<file path="src/rtl/cal_pkg.sv">
package cal_pkg;

    typedef enum logic [2:0] {
        FLD_SEC  = 3'd0,
        FLD_MIN  = 3'd1,
        FLD_HOUR = 3'd2,
        FLD_WDAY = 3'd3,
        FLD_MDAY = 3'd4,
        FLD_MON  = 3'd5,
        FLD_YEAR = 3'd6
    } field_e;

    typedef struct packed {
        logic [7:0]  sec;
        logic [7:0]  min;
        logic [7:0]  hour;
        logic [2:0]  wday;
        logic [7:0]  mday;
        logic [3:0]  mon;   // 0..11
        logic [11:0] year;
    } cal_t;

    function automatic logic [7:0] bcd_inc8(input logic [7:0] v);
        if (v[3:0] >= 4'd9) return {v[7:4] + 4'd1, 4'd0};
        return {v[7:4], v[3:0] + 4'd1};
    endfunction

    function automatic logic [11:0] bcd_inc12(input logic [11:0] v);
        if (v[7:0] == 8'h99) return {(v[11:8] >= 4'd9) ? 4'd0 : v[11:8] + 4'd1, 8'h00};
        return {v[11:8], bcd_inc8(v[7:0])};
    endfunction

    function automatic logic [7:0] bcd_to_bin8(input logic [7:0] v);
        return 8'(v[7:4]) * 8'd10 + 8'(v[3:0]);
    endfunction

    function automatic logic [7:0] bin_to_bcd8(input logic [7:0] v);
        logic [7:0] t;
        t = v / 8'd10;
        return {t[3:0], 4'(v % 8'd10)};
    endfunction

endpackage

</file>
<file path="src/rtl/cal_sec_div.sv">
module cal_sec_div #(
    parameter int unsigned DIV_CYCLES = 32768
) (
    input  logic clk,
    input  logic rst_n,
    input  logic en,
    output logic tick
);
    localparam int unsigned CW = (DIV_CYCLES > 1) ? $clog2(DIV_CYCLES) : 1;
    localparam logic [CW-1:0] RELOAD = CW'(DIV_CYCLES - 1);

    typedef struct packed {
        logic          run;
        logic          en_prev;
        logic [CW-1:0] cnt;
    } div_t;

    div_t div_d, div_q;

    always_comb begin
        div_d         = div_q;
        div_d.en_prev = en;
        tick          = div_q.run && (div_q.cnt == '0);
        if (!en) begin
            div_d.run = 1'b0;
            div_d.cnt = '0;
        end else if (!div_q.en_prev) begin
            div_d.run = 1'b1;
            div_d.cnt = RELOAD;
        end else if (div_q.run) begin
            div_d.cnt = tick ? RELOAD : div_q.cnt - 1'b1;
        end
    end

    always_ff @(posedge clk or negedge rst_n) begin
        if (!rst_n) div_q <= '0;
        else        div_q <= div_d;
    end

    AST_IDLE_NO_TICK: assert property (@(posedge clk) disable iff (!rst_n)
        !en |=> !tick);
    AST_TICK_SPACED: assert property (@(posedge clk) disable iff (!rst_n)
        tick |=> !tick);

endmodule

</file>
<file path="src/rtl/cal_month_len.sv">
module cal_month_len #(
    parameter int unsigned YEAR_BASE = 1900
) (
    input  logic [3:0]  mon,
    input  logic [11:0] year_bcd,
    output logic [7:0]  days_bcd
);
    logic [15:0] full_year;
    logic        leap;

    always_comb begin
        full_year = 16'(YEAR_BASE)
                  + 16'(year_bcd[11:8]) * 16'd100
                  + 16'(year_bcd[7:4]) * 16'd10
                  + 16'(year_bcd[3:0]);
        leap = (full_year % 16'd4 == 16'd0) &&
               ((full_year % 16'd100 != 16'd0) || (full_year % 16'd400 == 16'd0));
        case (mon)
            4'd1:                      days_bcd = leap ? 8'h29 : 8'h28;
            4'd3, 4'd5, 4'd8, 4'd10:   days_bcd = 8'h30;
            default:                   days_bcd = 8'h31;
        endcase
    end

endmodule

</file>
<file path="src/rtl/bcd_calendar.sv">
module bcd_calendar
    import cal_pkg::*;
#(
    parameter int unsigned DIV_CYCLES = 32768,
    parameter int unsigned YEAR_BASE  = 1900
) (
    input  logic        clk,
    input  logic        rst_n,
    input  logic        run_en,
    input  logic        wr_en,
    input  logic [2:0]  wr_sel,
    input  logic [11:0] wr_data,
    output logic        second_tick,
    output logic [7:0]  sec_bcd,
    output logic [7:0]  min_bcd,
    output logic [7:0]  hour_bcd,
    output logic [7:0]  wday_bcd,
    output logic [7:0]  mday_bcd,
    output logic [7:0]  mon_bcd,
    output logic [11:0] year_bcd
);
    localparam cal_t RESET_TIME = '{sec: 8'h00, min: 8'h00, hour: 8'h00, wday: 3'd0,
                                    mday: 8'h01, mon: 4'd0, year: 12'h000};

    cal_t       tm_d, tm_q;
    logic [7:0] month_days;
    logic       wr_ok;
    logic       c_sec, c_min, c_hour, c_mday;

    cal_sec_div #(.DIV_CYCLES(DIV_CYCLES)) u_div (
        .clk  (clk),
        .rst_n(rst_n),
        .en   (run_en),
        .tick (second_tick)
    );

    cal_month_len #(.YEAR_BASE(YEAR_BASE)) u_mlen (
        .mon     (tm_q.mon),
        .year_bcd(tm_q.year),
        .days_bcd(month_days)
    );

    always_comb begin
        tm_d   = tm_q;
        wr_ok  = wr_en && run_en;
        c_sec  = second_tick && (tm_q.sec >= 8'h59);
        c_min  = c_sec && (tm_q.min >= 8'h59);
        c_hour = c_min && (tm_q.hour >= 8'h23);
        c_mday = c_hour && (tm_q.mday >= month_days);

        if (second_tick) tm_d.sec = c_sec ? 8'h00 : bcd_inc8(tm_q.sec);
        if (c_sec)       tm_d.min = c_min ? 8'h00 : bcd_inc8(tm_q.min);
        if (c_min)       tm_d.hour = c_hour ? 8'h00 : bcd_inc8(tm_q.hour);
        if (c_hour) begin
            tm_d.wday = (tm_q.wday >= 3'd6) ? 3'd0 : tm_q.wday + 3'd1;
            tm_d.mday = c_mday ? 8'h01 : bcd_inc8(tm_q.mday);
        end
        if (c_mday) begin
            if (tm_q.mon >= 4'd11) begin
                tm_d.mon  = 4'd0;
                tm_d.year = bcd_inc12(tm_q.year);
            end else begin
                tm_d.mon  = tm_q.mon + 4'd1;
            end
        end

        if (wr_ok) begin
            case (field_e'(wr_sel))
                FLD_SEC:  tm_d.sec  = {1'b0, wr_data[6:0]};
                FLD_MIN:  tm_d.min  = {1'b0, wr_data[6:0]};
                FLD_HOUR: tm_d.hour = {2'b0, wr_data[5:0]};
                FLD_WDAY: tm_d.wday = wr_data[2:0];
                FLD_MDAY: tm_d.mday = {2'b0, wr_data[5:0]};
                FLD_MON:  tm_d.mon  = 4'(bcd_to_bin8({3'b0, wr_data[4:0]}) - 8'd1);
                FLD_YEAR: tm_d.year = wr_data;
                default:  ;
            endcase
        end
    end

    always_ff @(posedge clk or negedge rst_n) begin
        if (!rst_n) tm_q <= RESET_TIME;
        else        tm_q <= tm_d;
    end

    assign sec_bcd  = tm_q.sec;
    assign min_bcd  = tm_q.min;
    assign hour_bcd = tm_q.hour;
    assign wday_bcd = {5'b0, tm_q.wday};
    assign mday_bcd = tm_q.mday;
    assign mon_bcd  = bin_to_bcd8(8'(tm_q.mon) + 8'd1);
    assign year_bcd = tm_q.year;

    AST_SEC_WRAP: assert property (@(posedge clk) disable iff (!rst_n)
        (second_tick && !wr_en && sec_bcd == 8'h59) |=> (sec_bcd == 8'h00));
    AST_WDAY_WRAP: assert property (@(posedge clk) disable iff (!rst_n)
        (second_tick && !wr_en && sec_bcd == 8'h59 && min_bcd == 8'h59 &&
         hour_bcd == 8'h23 && wday_bcd == 8'h06) |=> (wday_bcd == 8'h00));
    AST_YEAR_WRAP: assert property (@(posedge clk) disable iff (!rst_n)
        (second_tick && !wr_en && sec_bcd == 8'h59 && min_bcd == 8'h59 &&
         hour_bcd == 8'h23 && mday_bcd == 8'h31 && mon_bcd == 8'h12 &&
         year_bcd == 12'h999) |=>
        (year_bcd == 12'h000 && mon_bcd == 8'h01 && mday_bcd == 8'h01));
    AST_FROZEN: assert property (@(posedge clk) disable iff (!rst_n)
        (!second_tick && !(wr_en && run_en)) |=> $stable(tm_q));
    AST_WRITE_WINS: assert property (@(posedge clk) disable iff (!rst_n)
        (run_en && wr_en && wr_sel == 3'd0 && second_tick) |=>
        (sec_bcd == {1'b0, $past(wr_data[6:0])}));

endmodule

</file>
<file path="config.mk">
export PLATFORM = sky130hd
export DESIGN_NAME = bcd_calendar
export DESIGN_NICKNAME = d
export VERILOG_FILES = /design/src/rtl/cal_pkg.sv /design/src/rtl/cal_sec_div.sv /design/src/rtl/cal_month_len.sv /design/src/rtl/bcd_calendar.sv
export SDC_FILE = /design/constraint.sdc
export NUM_CORES = 1
export LEC_CHECK = 0
export CORE_ASPECT_RATIO = 1.25
export CORE_UTILIZATION = 70
export DETAILED_ROUTE_END_ITERATION = 8
export DONT_BUFFER_PORTS = 1
export MAX_ROUTING_LAYER = met4
export PLACE_DENSITY_LB_ADDON = 0.05
export SLEW_MARGIN = 0
export SYNTH_ARGS = -nofsm -noshare
export SYNTH_HDL_FRONTEND = slang
export SYNTH_SLANG_ARGS = --single-unit
</file>
<file path="constraint.sdc">
create_clock -name clk -period 18.1 [get_ports clk]
set_input_delay 3.62 -clock clk [delete_from_list [all_inputs] [get_ports clk]]
set_output_delay 3.62 -clock clk [all_outputs]
set_load 0.005 [all_outputs]
</file>
==> results of run 1 <==
[worst max-delay path: cells and delay by family, from the launching register on]
kind                       cells  cell delay [ns]
buffers and inverters          1             0.09
xor gates and xnor gates       1             0.18
adders and majority gates      6             2.21
and+or+nand+nor               11             3.56
AOI/OAI and AO/OA             16             3.74
DFF                            1             0.60
[final timing paths]
| kind | start | end | slack [ns] | cells past startpoint |
|---|---|---|---|---|
| worst max-delay path | year_bcd[8] | year_bcd[10] | 7.54 | 35 |
| worst min-delay path | u_div.div_q[13] | u_div.div_q[13] | 0.50 | 1 |
| worst max register to register | year_bcd[8] | year_bcd[10] | 7.54 | 35 |
| worst min register to register | u_div.div_q[13] | u_div.div_q[13] | 0.50 | 1 |
| max in group asynchronous | rst_n | mday_bcd[0] | 14.94 | 0 |
| min in group asynchronous | rst_n | hour_bcd[3] | 2.98 | 0 |
[cells by family after synthesis]
| group | Yosys count | share of synthesized area, % |
|---|---|---|
| compound gates | 254 | 25.6 |
| simple gates | 277 | 19.3 |
| fa+ha+maj | 72 | 13.3 |
| flops | 68 | 23.9 |
| xor+xnor | 43 | 5.87 |
| mux | 15 | 2.21 |
| other cells | 1 | 0.0527 |
| buf+inv | 127 | 9.75 |
[cells in the mapped netlist (5+ instances only)]
cell / n
o31a_1: 6
a21o_1: 9
fa_1: 6
nor2b_1: 7
o31ai_1: 10
a21oi_1: 49
nor4_1: 6
a41oi_1: 5
mux2i_1: 9
a31oi_1: 10
nor3_1: 22
a311oi_1: 7
xnor2_1: 28
a21boi_0: 5
mux2_2: 5
inv_1: 53
nand2b_1: 7
nand4_1: 6
ha_1: 66
dfrtp_1: 67
a211oi_1: 15
o211ai_1: 5
nand3_1: 14
clkbuf_1: 17
xor2_1: 11
o21ai_0: 63
nor2_1: 76
or3_1: 9
nand2_1: 83
o21ai_1: 5
buf_4: 56
and3_1: 9
and2_1: 6
[area by class of cell]
type                            instances  area [um2]  share of cell area (%)
Tap cell                              126         158                    2.21
Inverter                               53         199                    2.79
Timing Repair Buffer                    2        15.0                   0.211
Clock inverter                          4        47.5                   0.667
Multi-Input combinational cell        668        4750                    66.6
Sequential cell                        68        1700                    23.9
Clock buffer                           12         256                    3.60
[stage by stage]
stage          setup WS (ns)  utilization (%)
2_1_floorplan           8.65                -
3_3_place_gp            8.13             69.9
3_5_place_dp            7.72             69.9
4_1_cts                 7.67             73.1
5_1_grt                 6.74             73.1
6_report                7.54             73.1
[state kept, by name, indices dropped and copies added (netlist names)]
| signal | cells |
|---|---|
| hour_bcd | 8 |
| mday_bcd | 8 |
| min_bcd | 8 |
| sec_bcd | 8 |
| tm_q | 4 |
| u_div.div_q | 17 |
| wday_bcd | 3 |
| year_bcd | 12 |
[per-layer routing]
metal | global-route usage [%] | part of all wire (%) | vias to the layer above
li1 | - | - | 2934
met2 | 59.5 | 52 | 195
met5 | - | 0 | -
met1 | 37.1 | 39 | 3000
met3 | 7.47 | 6.6 | 39
met4 | 12.5 | 2.2 | 0
==> results.json, run 1 <==
{
  "setup_violations": 0,
  "antenna_found_initial": 0,
  "grt_use_total_pct": 33.7,
  "cts_resized": 0,
  "fin_nets": 893,
  "synth_top_area_share_pct": 23.6,
  "grt_pass1_vias": 6200,
  "cpMostUsedCell": "ha_1",
  "tns_ns": 0,
  "slew_violations": 0,
  "synth_area_per_cell_um2": 8.31,
  "place_hpwl_um": 12500,
  "postSynth.asyncResetShare_pct": 100,
  "fmax_mhz": 94.7,
  "fin_crit_sh_pct": 58.3,
  "hold_class": "reg -> reg",
  "die_area_um2": 10600,
  "dp_cells": 917,
  "synth_top_cell_by_area": "dfrtp_1",
  "synthTopCellsByArea": "dfrtp_1 (24%), ha_1 (12%), buf_4 (5.9%), o21ai_0 (4.4%), nand2_1 (4.4%)",
  "grt_max_degree": 69,
  "worstPathRequired_ns": 18.25,
  "wire_per_inst_um": 18.0,
  "hold_buffers": 0,
  "vias": 6168,
  "synth-seq-cells": 68,
  "cts-root-buf": "clkbuf_16",
  "pin_count": 80,
  "rows": 40,
  "layout_common_cells": "nand2_1 (83), nor2_1 (76), dfrtp_1 (67), ha_1 (66), o21ai_0 (63)",
  "syn_inst": 857,
  "area_growth_pct": 0.158,
  "critPathKind": "reg -> reg",
  "grt_overflow_total": 0,
  "insertion_delay_ns": 0.33,
  "period_needed_ns": 10.56,
  "cp.arrival_ns": 10.71,
  "synth_ff_type": "dfrtp_1",
  "clock_sinks": 68,
  "initial_core_util_pct": 72.9,
  "maxCapViolations": 0,
  "synth_edf_count": 0,
  "cts.clk_slew.worst_paths_ns": 0.05,
  "htreeDepth": 3,
  "die_h_um": 115,
  "whs_ns": 0.496,
  "rsz0062_at_grt": "false",
  "drt_iter0_drc": 391,
  "grt_first_pass_wirelength_um": 27900,
  "fin_skew_ns": 0.00573,
  "drive_above_1_share_pct": 7.68,
  "cts_max_path_buffers": 2,
  "routabilityCongestion": 0.916,
  "synth_cell_types": 94,
  "mostFrequentLayoutCell": "nand2_1",
  "first_pass_iters": 6,
  "place_area_um2": 6830,
  "start_kind": "flop",
  "worst_slew_pin_slew_ns": 1.13,
  "wirelength_um": 16800,
  "cts_tree": "done",
  "cts_made_buffers": 9,
  "cp_max_fo": 12,
  "fin_cells": 933,
  "syn_area_um2": 7120,
  "yosysSeqAreaShare_pct": 23.9,
  "synth_warnings": 0,
  "status": "complete, no violations",
  "core-area_um2": 9760,
  "n_fill_cell": 759,
  "fin_area_um2": 7130,
  "die_x_um": 92.2,
  "drc_errors": 0,
  "postCtsSetupBuffers": 0,
  "slowest_stage": "nor4_1",
  "port_buffers": 0,
  "max_stage_delay_ns": 0.73,
  "slew_headroom_pct": 23.8,
  "finalHoldViolCount": 0,
  "diodes": 0,
  "avgViaCountPerCell": 6.61,
  "crit_path_end_kind": "flop",
  "ant_nets": 0
}
Power of run 1 is not shown: default switching activity piles up to over one toggle a cycle in this logic, so the estimate is an artifact.
==> run 2, diff against run 1 <==
--- a/config.mk
+++ b/config.mk
@@ -6,7 +6,7 @@
 export NUM_CORES = 1
 export LEC_CHECK = 0
 export CORE_ASPECT_RATIO = 1.25
-export CORE_UTILIZATION = 70
+export CORE_UTILIZATION = 66
 export DETAILED_ROUTE_END_ITERATION = 8
 export DONT_BUFFER_PORTS = 1
 export MAX_ROUTING_LAYER = met4
==> constraint.sdc (replaced) <==
create_clock -name clk -period 10 [get_ports clk]
set_input_delay 2 -clock clk [delete_from_list [all_inputs] [get_ports clk]]
set_output_delay 2 -clock clk [all_outputs]
set_load 0.005 [all_outputs]
==> results.json, run 2 (synthesized netlist as in run 1, its figures left out) <==
{
  "cts_max_path_buffers": 2,
  "routabilityCongestion": 0.898,
  "worst_slew_pin_slew_ns": 1.08,
  "hold_path_depth": 1,
  "maxCapViolations": 0,
  "fin_crit_sh_pct": 96.3,
  "ant_nets": 0,
  "cpMostUsedCell": "ha_1",
  "worstPathRequired_ns": 10.17,
  "cts.clk_slew.worst_paths_ns": 0.05,
  "place_hpwl_um": 12700,
  "largest_register_ffs": 17,
  "r2r_slack_ns": 0.37,
  "status": "complete, no violations",
  "wire_per_inst_um": 18.0,
  "clock_sinks": 68,
  "hp-start": "u_div.div_q[13]",
  "die_area_um2": 11200,
  "fin_skew_ns": 0.00681,
  "wirelength_um": 17100,
  "drt_iter0_drc": 275,
  "cts-root-buf": "clkbuf_16",
  "vias": 6104,
  "n_fill_cell": 892,
  "worstReg2RegStart": "year_bcd[9]",
  "hold_class": "reg -> reg",
  "hold-path-endpoint": "u_div.div_q[13]",
  "period_needed_ns": 9.63,
  "initial_core_util_pct": 67.4,
  "grt_use_total_pct": 32.2,
  "insertion_delay_ns": 0.34,
  "slew_headroom_pct": 27.6,
  "finish.utilization_pct": 69.3,
  "crit_path_end_kind": "flop",
  "finalHoldViolCount": 0,
  "core-area_um2": 10600,
  "die_h_um": 118,
  "first_pass_iters": 5,
  "r2r-end": "year_bcd[9]",
  "fin_nets": 903,
  "cp.arrival_ns": 9.80,
  "layout_common_cells": "nand2_1 (83), nor2_1 (76), ha_1 (66), dfrtp_1 (66), o21ai_0 (63)",
  "avgViaCountPerCell": 6.43,
  "drive_above_1_share_pct": 10.4,
  "area_growth_pct": 2.86,
  "hold_buffers": 0,
  "max_stage_delay_ns": 0.65,
  "whs_ns": 0.507,
  "mostFrequentLayoutCell": "nand2_1",
  "slowest_stage": "or4b_2",
  "grt_first_pass_wirelength_um": 27900,
  "htreeDepth": 3,
  "drc_errors": 0,
  "grt_max_degree": 69,
  "die_x_um": 94.9,
  "post-place-ws_ns": 0.0598,
  "port_buffers": 0,
  "antenna_found_initial": 0,
  "cp_max_fo": 8,
  "setup_violations": 0,
  "cts_tree": "done",
  "critPathKind": "reg -> reg",
  "rows": 42,
  "rr_worst_depth": 36,
  "finalWorstSetupSlack_ns": 0.373,
  "cts_made_buffers": 9,
  "start_kind": "flop",
  "diodes": 0,
  "fmax_mhz": 104,
  "grt_pass1_vias": 5968,
  "grt_overflow_total": 0,
  "pin_count": 80,
  "top_register": "u_div.div_q",
  "slew_violations": 0
}
run 2: how the worst max path moves through the flow:
stage / startpoint / endpoint / slack (ns) / cells after the start
floorplan: year_bcd[8] / year_bcd[10] / 0.55 / 37
global placement: year_bcd[9] / year_bcd[8] / 0.26 / 36
detailed placement: year_bcd[9] / year_bcd[10] / 0.06 / 36
CTS: year_bcd[9] / year_bcd[10] / 0.03 / 36
global route: year_bcd[9] / year_bcd[10] / -0.04 / 36
finish: year_bcd[9] / year_bcd[9] / 0.37 / 36
run 2: per-layer routing:
layer,vias up,track usage (%),part of all wire (%)
met5,-,-,0
li1,2934,-,-
met2,160,55.3,52
met3,36,8.20,5.7
met4,0,10.6,2.3
met1,2974,35.9,40
run 2: layout make-up:
| cell class | instances | area [um2] | area share, % |
|---|---|---|---|
| multi-input cells | 669 | 4830 | 66.0 |
| flip-flops and latches | 68 | 1700 | 23.3 |
| clock buffers | 9 | 225 | 3.08 |
| inverters | 53 | 199 | 2.72 |
| well taps | 132 | 165 | 2.26 |
| clock inverters | 7 | 115 | 1.57 |
| repair buffers | 11 | 82.6 | 1.13 |
run 2: per-stage QoR:
stage                     setup TNS, ns  area (um2)  cells
final                                 0        7320    949
after global routing            -0.0645        7320    949
after CTS                             0        7200    942
after detailed placement              0        6860    926
after global placement                0        6860    926
after floorplan                       0        7140    863
run 2: what timing repair did:
item / 4_1_cts / 5_1_grt
endpoints found under the setup margin: 0 / 24
setup buffers: 0 / 6
resized for setup: 0 / 16
run 2: critical path, delay by kind of cell (launching register included):
family	cells	cell delay [ns]
simple gates	8	2.15
fa+ha+maj	5	1.72
compound gates	16	3.68
xor+xnor	1	0.18
flops	1	0.41
mux	3	0.89
buf+inv	3	0.41
Power of run 2 is left out for the same reason.
==> run 3, diff against run 2 <==
==> constraint.sdc (replaced) <==
create_clock -name clk -period 9.79 [get_ports clk]
set_input_delay 1.958 -clock clk [delete_from_list [all_inputs] [get_ports clk]]
set_output_delay 1.958 -clock clk [all_outputs]
set_load 0.005 [all_outputs]
==> results.json, run 3 (synthesized netlist as in run 1, its figures left out) <==
{
  "largest_register_ffs": 17,
  "multi_input_area_um2": 4830,
  "whs_ns": 0.515,
  "wire_per_inst_um": 17.8,
  "vias": 6109,
  "slew_violations": 0,
  "cp.arrival_ns": 9.51,
  "cts-root-buf": "clkbuf_16",
  "hold-path-endpoint": "u_div.div_q[13]",
  "slew_headroom_pct": 23.5,
  "finalHoldViolCount": 0,
  "die_h_um": 118,
  "layout_common_cells": "nand2_1 (83), nor2_1 (76), dfrtp_1 (65), ha_1 (64), o21ai_0 (63)",
  "top_register": "u_div.div_q",
  "cts.clk_slew.worst_paths_ns": 0.06,
  "initial_core_util_pct": 67.4,
  "crit_path_end_kind": "flop",
  "mostFrequentLayoutCell": "nand2_1",
  "diodes": 0,
  "worst_slew_pin_slew_ns": 1.14,
  "grt_use_total_pct": 32.5,
  "tns_ns": 0,
  "worstReg2RegStart": "year_bcd[9]",
  "drive_above_1_share_pct": 11.7,
  "drt_iter0_drc": 344,
  "rows": 42,
  "start_kind": "flop",
  "n_fill_cell": 878,
  "avgViaCountPerCell": 6.40,
  "r2r-end": "year_bcd[10]",
  "max_stage_delay_ns": 0.66,
  "grt_first_pass_wirelength_um": 28200,
  "period_needed_ns": 9.34,
  "rr_worst_depth": 35,
  "seq_area_um2": 1710,
  "fin_cells": 955,
  "area_growth_pct": 3.44,
  "die_area_um2": 11200,
  "hold_path_depth": 1,
  "place_hpwl_um": 12700,
  "cp_max_fo": 7,
  "port_buffers": 0,
  "critPathKind": "reg -> reg",
  "post-place-ws_ns": 0.0129,
  "r2r_slack_ns": 0.45,
  "core-area_um2": 10600,
  "status": "complete, no violations",
  "first_pass_iters": 5,
  "slowest_stage": "or4b_2",
  "ant_nets": 0,
  "dp_cells": 934,
  "die_x_um": 94.9,
  "grt_max_degree": 69,
  "clock_sinks": 68,
  "cts_max_path_buffers": 2,
  "hold_class": "reg -> reg",
  "cts_tree": "done",
  "pin_count": 80,
  "cpMostUsedCell": "ha_1",
  "wirelength_um": 17000,
  "fin_skew_ns": 0.0108,
  "fin_nets": 909,
  "insertion_delay_ns": 0.34,
  "maxCapViolations": 0,
  "hp-start": "u_div.div_q[13]",
  "setup_violations": 0,
  "cts_made_buffers": 9,
  "fin_crit_sh_pct": 95.4,
  "finalWorstSetupSlack_ns": 0.450,
  "fmax_mhz": 107,
  "drc_errors": 0,
  "worstPathRequired_ns": 9.96,
  "grt_pass1_vias": 6000,
  "htreeDepth": 3,
  "routabilityCongestion": 0.922,
  "grt_overflow_total": 0,
  "antenna_found_initial": 0
}
==> run 3: changes by cell type in the layout (fill, tap and decap cells not counted), moves of 2 or more <==
| cell | change |
|---|---|
| buf_4 | +7 |
| clkinv_2 | -2 |
| nor3_2 | +2 |
| ha_1 | -2 |
| ha_2 | +2 |
| clkinv_4 | +3 |
==> run 3: critical path, delay by kind of cell, from the launching register on <==
family	cells	cell delay, ns
multiplexers	1	0.29
XOR/XNOR	1	0.15
buffers and inverters	1	0.10
flip-flops	1	0.38
adder cells (fa/ha/maj)	5	1.57
AO/OA/AOI/OAI	14	3.06
AND/OR/NAND/NOR	13	3.59
==> run 3: what timing repair did <==
action	4_1_cts	5_1_grt
hold buffers	0	0
gates resized for setup	0	20
pin swaps	1	9
endpoints found under the setup margin	2	20
buffers inserted	1	4
==> run 3: cell type report <==
type | count | area share (%)
clock buffer | 9 | 3.06
sequential | 68 | 23.2
timing repair buffer | 18 | 1.83
inverter | 53 | 2.70
tap | 132 | 2.24
clock inverter | 7 | 1.38
multi-input combinational | 668 | 65.6
==> run 3: through the flow <==
step | util, % | area (um2)
final | 69.7 | 7360
after global routing | 69.7 | 7360
after CTS | 68.6 | 7250
after detailed placement | 65.5 | 6920
after global placement | 65.5 | 6920
after floorplan | - | 7140
==> run 3: worst max path at each step <==
stage | slack (ns) | from | end | cells past startpoint
global placement | 0.44 | year_bcd[9] | year_bcd[10] | 36
detailed placement | 0.01 | year_bcd[9] | year_bcd[10] | 36
floorplan | 0.34 | year_bcd[8] | year_bcd[10] | 37
global route | -0.03 | year_bcd[9] | year_bcd[10] | 35
CTS | 0.05 | year_bcd[9] | year_bcd[10] | 35
finish | 0.45 | year_bcd[9] | year_bcd[10] | 35
==> run 3: layer usage <==
metal  GRT usage [%]  wire, um
met1            37.9      6950
met2            54.4      8640
met3            7.30      1050
met4            11.1       359
met5               -         0
Power of run 3 is left out for the same reason.
